--- src/rtl/fsm_pkg.sv ---
// Package: shared verdict type for the frame sequence monitor.
// Assumes: one verdict per master clock cycle, at most one frame edge per cycle.
package fsm_pkg;

    // Outcome of the current master cycle as judged by the period checker
    typedef enum logic [2:0] {
        EV_NONE  = 3'd0,   // no frame edge, window still open
        EV_FIRST = 3'd1,   // edge with no reference edge before it
        EV_GOOD  = 3'd2,   // edge closing a period inside the window
        EV_SHORT = 3'd3,   // edge closing a period below the window
        EV_LONG  = 3'd4    // window closed without an edge
    } frame_ev_e;

    // True for the two rejection verdicts
    function automatic logic ev_is_fault(frame_ev_e ev);
        return (ev == EV_SHORT) || (ev == EV_LONG);
    endfunction

    // True for a frame edge that may (re)start the sequence
    function automatic logic ev_is_accept(frame_ev_e ev);
        return (ev == EV_FIRST) || (ev == EV_GOOD);
    endfunction

endpackage

--- src/rtl/fsm_edge_sync.sv ---
// Module: fsm_edge_sync
// Brings an asynchronous level into the clock domain through a chain of
// STAGES flops and flags its rising edges, one cycle wide.
// Assumes: the input stays high and low for at least two clock cycles each.
module fsm_edge_sync #(
    parameter int STAGES = 2
) (
    input  logic clk,
    input  logic rst_n,
    input  logic async_in,
    output logic rise
);

    logic [STAGES:0] pipe;

    // Shift chain: STAGES synchronizer flops plus one history flop
    always_ff @(posedge clk) begin
        if (!rst_n) pipe <= '0;
        else        pipe <= {pipe[STAGES-1:0], async_in};
    end

    assign rise = pipe[STAGES-1] & ~pipe[STAGES];

    AST_RISE_ONE_CYCLE: assert property (@(posedge clk) disable iff (!rst_n)
        rise |=> !rise);

endmodule

--- src/rtl/fsm_period_chk.sv ---
// Module: fsm_period_chk
// Counts master cycles between synchronized frame edges and classifies each
// cycle: first edge, accepted period, short period, or overlong (timeout).
// Assumes: min_len <= max_len and both fit in PER_W bits.
module fsm_period_chk import fsm_pkg::*; #(
    parameter int PER_W = 9
) (
    input  logic             clk,
    input  logic             rst_n,
    input  logic             rise,
    input  logic [PER_W-1:0] min_len,
    input  logic [PER_W-1:0] max_len,
    output frame_ev_e        ev
);

    logic             have_ref;
    logic [PER_W-1:0] per_cnt;

    // Verdict for this cycle from the distance to the last reference edge
    always_comb begin
        ev = EV_NONE;
        if (rise) begin
            if (!have_ref)              ev = EV_FIRST;
            else if (per_cnt < min_len) ev = EV_SHORT;
            else                        ev = EV_GOOD;
        end else if (have_ref && (per_cnt >= max_len)) begin
            ev = EV_LONG;
        end
    end

    // Reference tracking and period counter
    always_ff @(posedge clk) begin
        if (!rst_n) begin
            have_ref <= 1'b0;
            per_cnt  <= '0;
        end else if (rise) begin
            have_ref <= 1'b1;
            per_cnt  <= {{(PER_W-1){1'b0}}, 1'b1};
        end else if (ev == EV_LONG) begin
            have_ref <= 1'b0;
            per_cnt  <= '0;
        end else if (have_ref) begin
            per_cnt  <= per_cnt + 1'b1;
        end
    end

    AST_PERIOD_LIMIT: assert property (@(posedge clk) disable iff (!rst_n)
        (have_ref && $stable(max_len)) |-> (per_cnt <= max_len));

    AST_TIMEOUT_DROPS_REF: assert property (@(posedge clk) disable iff (!rst_n)
        (ev == EV_LONG) |=> !have_ref);

endmodule

--- src/rtl/fsm_lock_track.sv ---
// Module: fsm_lock_track
// Counts consecutive accepted periods to raise the lock flag, and turns any
// rejection into a one-cycle error pulse that also drops the lock.
// Assumes: LOCK_FRAMES >= 1.
module fsm_lock_track import fsm_pkg::*; #(
    parameter int LOCK_FRAMES = 4
) (
    input  logic      clk,
    input  logic      rst_n,
    input  frame_ev_e ev,
    output logic      locked,
    output logic      seq_err
);

    localparam int GW = $clog2(LOCK_FRAMES + 1);

    logic [GW-1:0] good_cnt;
    logic          fault;

    assign fault = ev_is_fault(ev);

    // Consecutive accepted-period count and lock flag
    always_ff @(posedge clk) begin
        if (!rst_n) begin
            good_cnt <= '0;
            locked   <= 1'b0;
        end else if (fault) begin
            good_cnt <= '0;
            locked   <= 1'b0;
        end else if (ev == EV_GOOD) begin
            if (good_cnt < GW'(LOCK_FRAMES))      good_cnt <= good_cnt + 1'b1;
            if (good_cnt == GW'(LOCK_FRAMES - 1)) locked   <= 1'b1;
        end
    end

    // Registered error pulse
    always_ff @(posedge clk) begin
        if (!rst_n) seq_err <= 1'b0;
        else        seq_err <= fault;
    end

    AST_ERR_DROPS_LOCK: assert property (@(posedge clk) disable iff (!rst_n)
        seq_err |-> !locked);
    AST_ERR_SINGLE: assert property (@(posedge clk) disable iff (!rst_n)
        seq_err |=> !seq_err);
    AST_LOCK_NEEDS_GOOD: assert property (@(posedge clk) disable iff (!rst_n)
        $rose(locked) |-> $past(ev == EV_GOOD));

endmodule

--- src/rtl/fsm_seq_gen.sv ---
// Module: fsm_seq_gen
// Sequence counter for downstream timing: starts on an accepted frame edge,
// free-runs modulo the nominal length, halts at zero on any rejection.
// Assumes: last_idx >= 1.
module fsm_seq_gen import fsm_pkg::*; #(
    parameter int CNT_W = 9
) (
    input  logic             clk,
    input  logic             rst_n,
    input  frame_ev_e        ev,
    input  logic [CNT_W-1:0] last_idx,
    output logic [CNT_W-1:0] seq_cnt,
    output logic             frame_start,
    output logic             running
);

    // Counter, run flag and zero strobe
    always_ff @(posedge clk) begin
        if (!rst_n) begin
            running     <= 1'b0;
            seq_cnt     <= '0;
            frame_start <= 1'b0;
        end else if (ev_is_fault(ev)) begin
            running     <= 1'b0;
            seq_cnt     <= '0;
            frame_start <= 1'b0;
        end else if (running) begin
            if (seq_cnt >= last_idx) begin
                seq_cnt     <= '0;
                frame_start <= 1'b1;
            end else begin
                seq_cnt     <= seq_cnt + 1'b1;
                frame_start <= 1'b0;
            end
        end else if (ev_is_accept(ev)) begin
            running     <= 1'b1;
            seq_cnt     <= '0;
            frame_start <= 1'b1;
        end else begin
            frame_start <= 1'b0;
        end
    end

    AST_IDLE_AT_ZERO: assert property (@(posedge clk) disable iff (!rst_n)
        !running |-> (seq_cnt == '0) && !frame_start);
    AST_STROBE_WIDTH: assert property (@(posedge clk) disable iff (!rst_n)
        frame_start |=> !frame_start);
    AST_RESTART_STROBE: assert property (@(posedge clk) disable iff (!rst_n)
        (!running && ev_is_accept(ev)) |=> frame_start);

endmodule

--- src/rtl/frame_seq_monitor.sv ---
// Module: frame_seq_monitor (top)
// Checks the frame clock period against a rate-dependent asymmetric window,
// drives the sequence counter, lock and error flags, and selects the source
// of the serial outputs.
// Assumes: rate_sel and thru_n are quasi-static; frm_clk_in is asynchronous.
module frame_seq_monitor import fsm_pkg::*; #(
    parameter int NOM_WIDE     = 384,
    parameter int NOM_NARROW   = 256,
    parameter int WIDE_PLUS    = 8,
    parameter int WIDE_MINUS   = 6,
    parameter int NARROW_PLUS  = 4,
    parameter int NARROW_MINUS = 3,
    parameter int LOCK_FRAMES  = 4,
    parameter int SYNC_STAGES  = 2
) (
    input  logic                   clk_mst,
    input  logic                   rst_n,
    input  logic                   rate_sel,
    input  logic                   thru_n,
    input  logic                   frm_clk_in,
    input  logic                   bit_clk_in,
    input  logic                   dat_in,
    input  logic                   cnv_frm_clk,
    input  logic                   cnv_bit_clk,
    input  logic                   cnv_dat,
    output logic                   frm_clk_out,
    output logic                   bit_clk_out,
    output logic                   dat_out,
    output logic [8:0]             seq_cnt,
    output logic                   frame_start,
    output logic                   locked,
    output logic                   seq_err
);

    localparam int NOM_MAX  = (NOM_WIDE > NOM_NARROW) ? NOM_WIDE : NOM_NARROW;
    localparam int LEN_WIDE = NOM_WIDE + WIDE_PLUS;
    localparam int LEN_NARR = NOM_NARROW + NARROW_PLUS;
    localparam int LEN_MAX  = (LEN_WIDE > LEN_NARR) ? LEN_WIDE : LEN_NARR;
    localparam int CNT_W    = $clog2(NOM_MAX);
    localparam int PER_W    = $clog2(LEN_MAX + 1);

    localparam logic [PER_W-1:0] WIDE_MIN = PER_W'(NOM_WIDE - WIDE_MINUS);
    localparam logic [PER_W-1:0] WIDE_MAX = PER_W'(LEN_WIDE);
    localparam logic [PER_W-1:0] NARR_MIN = PER_W'(NOM_NARROW - NARROW_MINUS);
    localparam logic [PER_W-1:0] NARR_MAX = PER_W'(LEN_NARR);
    localparam logic [CNT_W-1:0] WIDE_LAST = CNT_W'(NOM_WIDE - 1);
    localparam logic [CNT_W-1:0] NARR_LAST = CNT_W'(NOM_NARROW - 1);

    logic             rise_w;
    logic             run_w;
    frame_ev_e        ev_w;
    logic [PER_W-1:0] min_len;
    logic [PER_W-1:0] max_len;
    logic [CNT_W-1:0] last_idx;
    logic [CNT_W-1:0] cnt_w;

    // Window limits and wrap point for the selected rate
    always_comb begin
        min_len  = rate_sel ? WIDE_MIN  : NARR_MIN;
        max_len  = rate_sel ? WIDE_MAX  : NARR_MAX;
        last_idx = rate_sel ? WIDE_LAST : NARR_LAST;
    end

    fsm_edge_sync #(.STAGES(SYNC_STAGES)) sync_i (
        .clk      (clk_mst),
        .rst_n    (rst_n),
        .async_in (frm_clk_in),
        .rise     (rise_w)
    );

    fsm_period_chk #(.PER_W(PER_W)) per_i (
        .clk     (clk_mst),
        .rst_n   (rst_n),
        .rise    (rise_w),
        .min_len (min_len),
        .max_len (max_len),
        .ev      (ev_w)
    );

    fsm_lock_track #(.LOCK_FRAMES(LOCK_FRAMES)) lock_i (
        .clk     (clk_mst),
        .rst_n   (rst_n),
        .ev      (ev_w),
        .locked  (locked),
        .seq_err (seq_err)
    );

    fsm_seq_gen #(.CNT_W(CNT_W)) seq_i (
        .clk         (clk_mst),
        .rst_n       (rst_n),
        .ev          (ev_w),
        .last_idx    (last_idx),
        .seq_cnt     (cnt_w),
        .frame_start (frame_start),
        .running     (run_w)
    );

    // Fit the internal counter onto the fixed-width output port
    generate
        if (CNT_W >= 9) begin : g_cnt_trim
            assign seq_cnt = cnt_w[8:0];
        end else begin : g_cnt_pad
            assign seq_cnt = {{(9-CNT_W){1'b0}}, cnt_w};
        end
    endgenerate

    // Serial output source select
    always_comb begin
        if (!thru_n) begin
            frm_clk_out = frm_clk_in;
            bit_clk_out = bit_clk_in;
            dat_out     = dat_in;
        end else begin
            frm_clk_out = cnv_frm_clk;
            bit_clk_out = cnv_bit_clk;
            dat_out     = cnv_dat;
        end
    end

    AST_LOCK_NEEDS_RUN: assert property (@(posedge clk_mst) disable iff (!rst_n)
        locked |-> run_w);
    AST_ERR_STOPS_SEQ: assert property (@(posedge clk_mst) disable iff (!rst_n)
        seq_err |-> (seq_cnt == '0) && !frame_start);

endmodule

--- config.mk ---
export PLATFORM = sky130hd
export DESIGN_NAME = frame_seq_monitor
export DESIGN_NICKNAME = d
export VERILOG_FILES = /design/src/rtl/fsm_pkg.sv /design/src/rtl/fsm_edge_sync.sv /design/src/rtl/fsm_period_chk.sv /design/src/rtl/fsm_lock_track.sv /design/src/rtl/fsm_seq_gen.sv /design/src/rtl/frame_seq_monitor.sv
export SDC_FILE = /design/constraint.sdc
export NUM_CORES = 1
export LEC_CHECK = 0
export BUFFER_PORTS_ARGS = -buffer_cell sky130_fd_sc_hd__buf_2
export CAP_MARGIN = 20
export CORE_MARGIN = 2
export CORE_UTILIZATION = 50
export CTS_CLUSTER_DIAMETER = 150
export CTS_CLUSTER_SIZE = 20
export DETAILED_ROUTE_END_ITERATION = 7
export GPL_ROUTABILITY_DRIVEN = 0
export PLACE_DENSITY_LB_ADDON = 0.08
export SLEW_MARGIN = 10
export SYNTH_ARGS = -nofsm -noshare
export SYNTH_HDL_FRONTEND = slang
export SYNTH_SLANG_ARGS = --single-unit
--- constraint.sdc ---
create_clock -name clk_mst -period 2.35 [get_ports clk_mst]
set_clock_uncertainty 0.15 [all_clocks]
set_input_delay 0.5875 -clock clk_mst [delete_from_list [all_inputs] [get_ports clk_mst]]
set_output_delay 0.5875 -clock clk_mst [all_outputs]
set_load 0.02 [all_outputs]
==> flow_metrics.tcl, run 1 <==
set metrics [dict create \
    outcome "complete, no violations" \
    max_stage_delay_ps 550 \
    drive_gt1_share_pct 33.33 \
    clk_latency_ps 310 \
    setup_viol 0 \
    start_util_pct 52.60 \
    worstHoldStart "sync_i.pipe[0]" \
    ys.flop_type "dfxtp_1" \
    drt_wl_total_um 3404 \
    wl_per_cell_um 12.38 \
    r2r_end "seq_i.seq_cnt[7]" \
    syn_avg_cell_area_sq_um 8.799 \
    ir_worst_vdd_uv 313.4 \
    synthTopCellsByArea "dfxtp_1, ha_1, nor2_1" \
    p_leak_nw 0.8330 \
    p_per_area_mw_per_mm2 443.8 \
    cts-root-buf "clkbuf_4" \
    final_cell_mix "dfxtp_1, buf_2, nor2_1" \
    critical-path-slowest-cell "or4b_1" \
    tns_ps 0 \
    antenna_found_initial 0 \
    clk_pin_slew_ps 90 \
    drc 0 \
    areaGrowthSynthToFinish_pct 24.03 \
    ys_seq_elements 29 \
    cp.arrival_ps 2350 \
    ys_types 46 \
    startpoint_type "input pin" \
    drtAntennaViolNets 0 \
    die_x_um 60.91 \
    cts_tree "done" \
    min_period_over_period_pct 96.20 \
    grt.overflow.total 0 \
    fill_cells 266 \
    maxCapViolations 0 \
    synth-edff-count 0 \
    ys_seq_area_share_pct 35.86 \
    drt_pre_antenna_iters 4 \
    rsz0062_at_grt "yes" \
    period_needed_ps 2261 \
    port_buffers 24 \
    htree_levels 2 \
    first_iter_violations 96 \
    final_common_cell "dfxtp_1" \
    grt_usage_pct 20.67 \
    synthesis.nets 208 \
    hold_viol 0 \
    preCtsSetupSlack_ps -248.1 \
    die-area_sq_mm 0.003709 \
    die_h_um 60.91 \
    r2r_setup_slack_ps 130 \
    n_antenna_cell 0 \
    grt_max_degree 11 \
    nets 254 \
    vias 1449 \
    dpl_cell_area_sq_mm 0.001918 \
    critical_path_class "in -> reg" \
    min_path_cells 1 \
    clockBufferDepth 2 \
    slew_headroom_pct 68.42 \
    min_to "sync_i.pipe[1]" \
    cts_made_buffers 5 \
    synthArstFlopShare_pct 0 \
    final_core_util_pct 65.24 \
    ios 25 \
    postLayoutCellArea_sq_mm 0.002008 \
    worstMarginPinSlew_ps 469.6 \
    core_area_sq_mm 0.003078 \
    yosysWarnings 0 \
    cts.sinks 29 \
    worstReg2RegStart "per_i.per_cnt[2]" \
    slew_violations 0 \
    worstPathCellList "buf_2 -> buf_4 -> ha_1 -> or4b_1 -> o21bai_2 -> a21oi_1 -> a211oi_2" \
    grt_pass1_wl_um 5678 \
    via_per_inst 5.269 \
    r2r_cells 8 \
    timing.fmax_mhz 442.3 \
    grt_pass1_vias 1303 \
    fin_ws_ps 89.28 \
    worstPathRequired_ps 2440 \
    syn_inst 184 \
    synth_top_area_share_pct 35.86 \
    synth_top_area_cell "dfxtp_1" \
    dp_hpwl_um 2644 \
    crit_fanout 9 \
    holdCritPathClass "reg -> reg" \
    cp-end-kind "flip-flop" \
    synth_area_sq_mm 0.001619 \
    rows 20 \
    timing.hold.ws_ps 301.8 \
]
## per-stage QoR
stage | instances | power (mW)
finish | 275 | 0.8913
detailed placement | 267 | 0.6255
global route | 275 | 0.9410
floorplan | 184 | 0.5803
CTS | 275 | 0.9008
global placement | 267 | 0.6232
## critical path, delay by kind of cell
kind                     cells  cell delay (ps)
buffers and inverters        2              250
adder cells (fa/ha/maj)      1              210
AO/OA/AOI/OAI                3              740
AND/OR/NAND/NOR              1              550
## sequential cells by signal (all words and copies together) (netlist names)
name	cells
seq_i.seq_cnt	9
sync_i.pipe	3
seq_i.frame_start	1
per_i.per_cnt	9
seq_i.running	1
per_i.have_ref	1
lock_i.seq_err	1
lock_i.locked	1
lock_i.good_cnt	3
## cell families (layout without fill, tap and decap cells)
kind of cell,Yosys count,count (layout),synth area share (%)
compound gates,42,42,18.47
xor+xnor,8,8,4.327
fa+ha+maj,14,14,10.82
buf+inv,11,58,3.091
flops,29,29,35.86
mux,5,5,3.323
simple gates,75,75,24.11
## layout make-up
class | count | area [sq um] | area share [%]
well taps | 44 | 55.05 | 2.741
clock inverters | 2 | 10.01 | 0.4984
multi-input cells | 144 | 1031 | 51.34
clock buffers | 6 | 41.29 | 2.056
repair buffers | 42 | 259.0 | 12.90
inverters | 8 | 30.03 | 1.495
flip-flops and latches | 29 | 581.8 | 28.97
## cells in the mapped netlist (2+ instances only)
| cell | n |
|---|---|
| nand2b_1 | 4 |
| ha_1 | 14 |
| nand4_1 | 3 |
| a21oi_1 | 9 |
| a32oi_1 | 2 |
| and2_1 | 3 |
| nor2_1 | 20 |
| o21a_1 | 3 |
| xnor2_1 | 4 |
| and4_1 | 2 |
| mux2i_1 | 2 |
| nand3b_1 | 2 |
| dfxtp_1 | 29 |
| nor2_2 | 7 |
| a211oi_1 | 2 |
| o21ai_0 | 4 |
| a31oi_1 | 7 |
| xor2_1 | 4 |
| mux2_2 | 3 |
| inv_1 | 8 |
| nor3_1 | 9 |
| a2111oi_0 | 2 |
| a21oi_2 | 3 |
| nand2_1 | 16 |
## worst max-delay path by stage
| stage | startpoint | slack, ps | to |
|---|---|---|---|
| after CTS | per_i.per_cnt[2] | 70 | seq_i.seq_cnt[5] |
| after global routing | rate_sel | 6 | seq_i.frame_start |
| after floorplan | rate_sel | 20 | seq_i.running |
| final | rate_sel | 90 | seq_i.seq_cnt[5] |
| after global placement | rate_sel | -160 | seq_i.seq_cnt[4] |
| after detailed placement | rate_sel | -250 | seq_i.seq_cnt[5] |
## routing by layer
layer	global-route usage, %	up-vias	share of wire, %
met4	9.006	0	1.2
met5	0	-	0
met2	30.57	24	45
met1	28.40	664	51
li1	-	757	-
met3	5.330	4	3.2
## where the power goes
part	internal, mW	total, mW	switching, mW	leakage [nW]
logic	0.0510	0.111	0.0604	0.566
clock network	0.114	0.273	0.159	0.0320
registers	0.499	0.507	0.00805	0.235
total	0.663	0.891	0.228	0.833
## repair_timing
item                       4_1_cts  5_1_grt
gates resized for setup          0        9
setup endpoints to repair        0        4
hold buffers                     0        0
buffers inserted                 0        0
(Power assumes the default switching activity.)
==> run 2, diff against run 1 <==
--- a/config.mk
+++ b/config.mk
@@ -5,10 +5,12 @@
 export SDC_FILE = /design/constraint.sdc
 export NUM_CORES = 1
 export LEC_CHECK = 0
+export ABC_AREA = 1
 export BUFFER_PORTS_ARGS = -buffer_cell sky130_fd_sc_hd__buf_2
 export CAP_MARGIN = 20
 export CORE_MARGIN = 2
-export CORE_UTILIZATION = 50
+export CORE_UTILIZATION = 53
+export CTS_BUF_LIST = sky130_fd_sc_hd__clkbuf_8
 export CTS_CLUSTER_DIAMETER = 150
 export CTS_CLUSTER_SIZE = 20
 export DETAILED_ROUTE_END_ITERATION = 7
==> run 2 against run 1 <==
Global-route usage decreased by 0.80 points. Non-clock buffer count decreased by 17. Count of clock-buffer cells in the layout increased by 1. Clock power increased by 66%. Flip-flop and latch count unchanged. Final cell count increased by 16%. Critical path type unchanged. Via count increased by 8.5%. Synthesized area increased by 11%. Hold slack got worse by 30 ps. Combinational power decreased by 26%. Register-to-register slack improved by 330 ps. Sequential share of layout area decreased by 0.59 points.
==> flow_metrics.tcl, run 2 <==
set metrics [dict create \
    outcome "complete, no violations" \
    min_period_over_period_pct 87.02 \
    port_buffers 24 \
    cp-end-kind "flip-flop" \
    yosysWarnings 0 \
    first_iter_violations 42 \
    clockBufferDepth 2 \
    synthTopCellsByArea "dfxtp_1, ha_1, nand2_1" \
    ys_types 25 \
    rsz0062_at_grt "no" \
    grt.overflow.total 0 \
    drt-met1-wl_um 1720 \
    grt_pass1_wl_um 6223 \
    worstPathRequired_ps 2420 \
    critical-path-slowest-cell "ha_1" \
    grt_usage_pct 19.88 \
    wl_per_cell_um 10.50 \
    maxCapViolations 0 \
    synth-edff-count 0 \
    synthArstFlopShare_pct 0 \
    cts_resized 0 \
    synthesis.nets 269 \
    synth_area_sq_mm 0.001790 \
    ys_seq_elements 29 \
    dp_hpwl_um 2603 \
    cts_made_buffers 5 \
    slew_violations 0 \
    worstMarginPinSlew_ps 375.8 \
    startpoint_type "input pin" \
    drt_pre_antenna_iters 4 \
    ir_worst_vdd_uv 370.4 \
    synth_most_common_cell "nand2_1" \
    slew_headroom_pct 74.91 \
    final_core_util_pct 62.29 \
    ios 25 \
    antenna_found_initial 0 \
    crit_fanout 12 \
    cts-root-buf "clkbuf_8" \
    setup_viol 0 \
    final_cell_mix "nand2_1, inv_1, nand3_1" \
    syn_inst 245 \
    drive_gt1_share_pct 22.99 \
    drtAntennaViolNets 0 \
    die_x_um 62.12 \
    nets 297 \
    via_per_inst 4.913 \
    synth_top_area_share_pct 32.42 \
    grt_max_degree 16 \
    cp.arrival_ps 2110 \
    cts.sinks 29 \
    ys.flop_type "dfxtp_1" \
    vias 1572 \
    final_common_cell "nand2_1" \
    holdCritPathClass "reg -> reg" \
    die-area_sq_mm 0.003859 \
    cp_common_cell "nand2_2" \
    n_antenna_cell 0 \
    timing.fmax_mhz 489.0 \
    htree_levels 2 \
    p_per_area_mw_per_mm2 510.5 \
    clk_latency_ps 280 \
    die_h_um 62.12 \
    post_cts_buffers 0 \
    cts_tree "done" \
    max_stage_delay_ps 290 \
    core_area_sq_mm 0.003284 \
    grt_pass1_vias 1450 \
    hold_viol 0 \
    critical_path_class "in -> reg" \
    met3WireLength_um 117 \
    start_util_pct 54.51 \
    p_leak_nw 0.9676 \
    worstPathCellList "buf_2 -> inv_1 -> ha_1 -> a21oi_1 -> nand2_2 -> nand2_2 -> nand3_1 -> a21oi_2" \
    syn_avg_cell_area_sq_um 7.308 \
    synth_top_area_cell "dfxtp_1" \
    wl_met2_um 1481 \
    reg_top3 "per_i.per_cnt: 9 flops, seq_i.seq_cnt: 9 flops" \
    postLayoutCellArea_sq_mm 0.002046 \
    drt_wl_total_um 3359 \
    synthTopCellsByCount "nand2_1, inv_1, nand3_1" \
    clk_pin_slew_ps 70 \
    dpl_cell_area_sq_mm 0.001944 \
    cts_hold_buf 0 \
    period_needed_ps 2045 \
    maxUsedRoutingLayer "met4" \
    ys_seq_area_share_pct 32.42 \
    areaGrowthSynthToFinish_pct 14.26 \
    drc 0 \
    tns_ps 0 \
    rows 21 \
]
run 2: changes by cell type after synthesis, sizes merged, moves of 3 or more:
cell     previous run  this run
nand4               4         8
nand2              16        49
inv                 8        38
a21oi              12        21
nand3               1        36
a31oi               7         0
nand2b              4         0
and2                3         0
nor3                9         1
a2111oi             4         0
run 2: metrics by stage:
stage | cells | setup slack, ps | hold WS [ps] | power (mW)
4_1_cts | 320 | 309.6 | 273.0 | 1.057
3_5_place_dp | 312 | 9.507 | 263.2 | 0.6026
6_report | 320 | 305.1 | 271.9 | 1.044
3_3_place_gp | 312 | 24.84 | 260.4 | 0.6010
5_1_grt | 320 | 83.30 | 291.0 | 1.093
2_1_floorplan | 245 | 367.4 | 240.0 | 0.5772
run 2: worst max-delay path, delay by kind of cell:
family | cells | cell delay [ps]
simple gates | 3 | 490
compound gates | 2 | 420
fa+ha+maj | 1 | 290
buf+inv | 2 | 320
run 2: kinds of logic (layout without fill, tap and decap cells):
kind of cell	Yosys count	after routing	synth area share [%]
buffers and inverters	43	72	9.923
muxes	3	3	1.887
xor gates and xnor gates	9	9	4.403
adders and majority gates	14	14	9.783
AOI/OAI and AO/OA	24	24	8.736
and+or+nand+nor	123	123	32.84
DFF	29	29	32.43
run 2: cell type report:
class                           count  area [sq um]
Timing Repair Buffer               25         127.6
Tap cell                           46         57.56
Inverter                           39         146.4
Multi-Input combinational cell    173          1032
Clock buffer                        7         96.34
Clock inverter                      1         5.005
Fill cell                         327          1239
Sequential cell                    29         580.6
run 2: where the power goes:
group          internal [mW]  leakage [nW]  switching (mW)  total (mW)
Sequential             0.499         0.235         0.00938       0.509
Combinational         0.0293         0.679          0.0523      0.0816
Clock                  0.264        0.0542           0.190       0.454
Total                  0.793         0.968           0.252        1.04
run 2: path summary, 6_finish.rpt:
kind | startpoint | slack [ps] | to | cells after the start
setup / recovery | rate_sel | 310 | seq_i.seq_cnt[5] | 8
hold / removal | sync_i.pipe[1] | 270 | sync_i.pipe[2] | 2
setup reg to reg | seq_i.seq_cnt[0] | 460 | seq_i.seq_cnt[1] | 9
hold reg to reg | sync_i.pipe[1] | 270 | sync_i.pipe[2] | 2
run 2: metal layers:
| metal | vias up | track usage (%) |
|---|---|---|
| met1 | 697 | 26.37 |
| li1 | 846 | - |
| met3 | 5 | 4.348 |
| met4 | 0 | 8.056 |
| met5 | - | 0 |
| met2 | 24 | 31.52 |
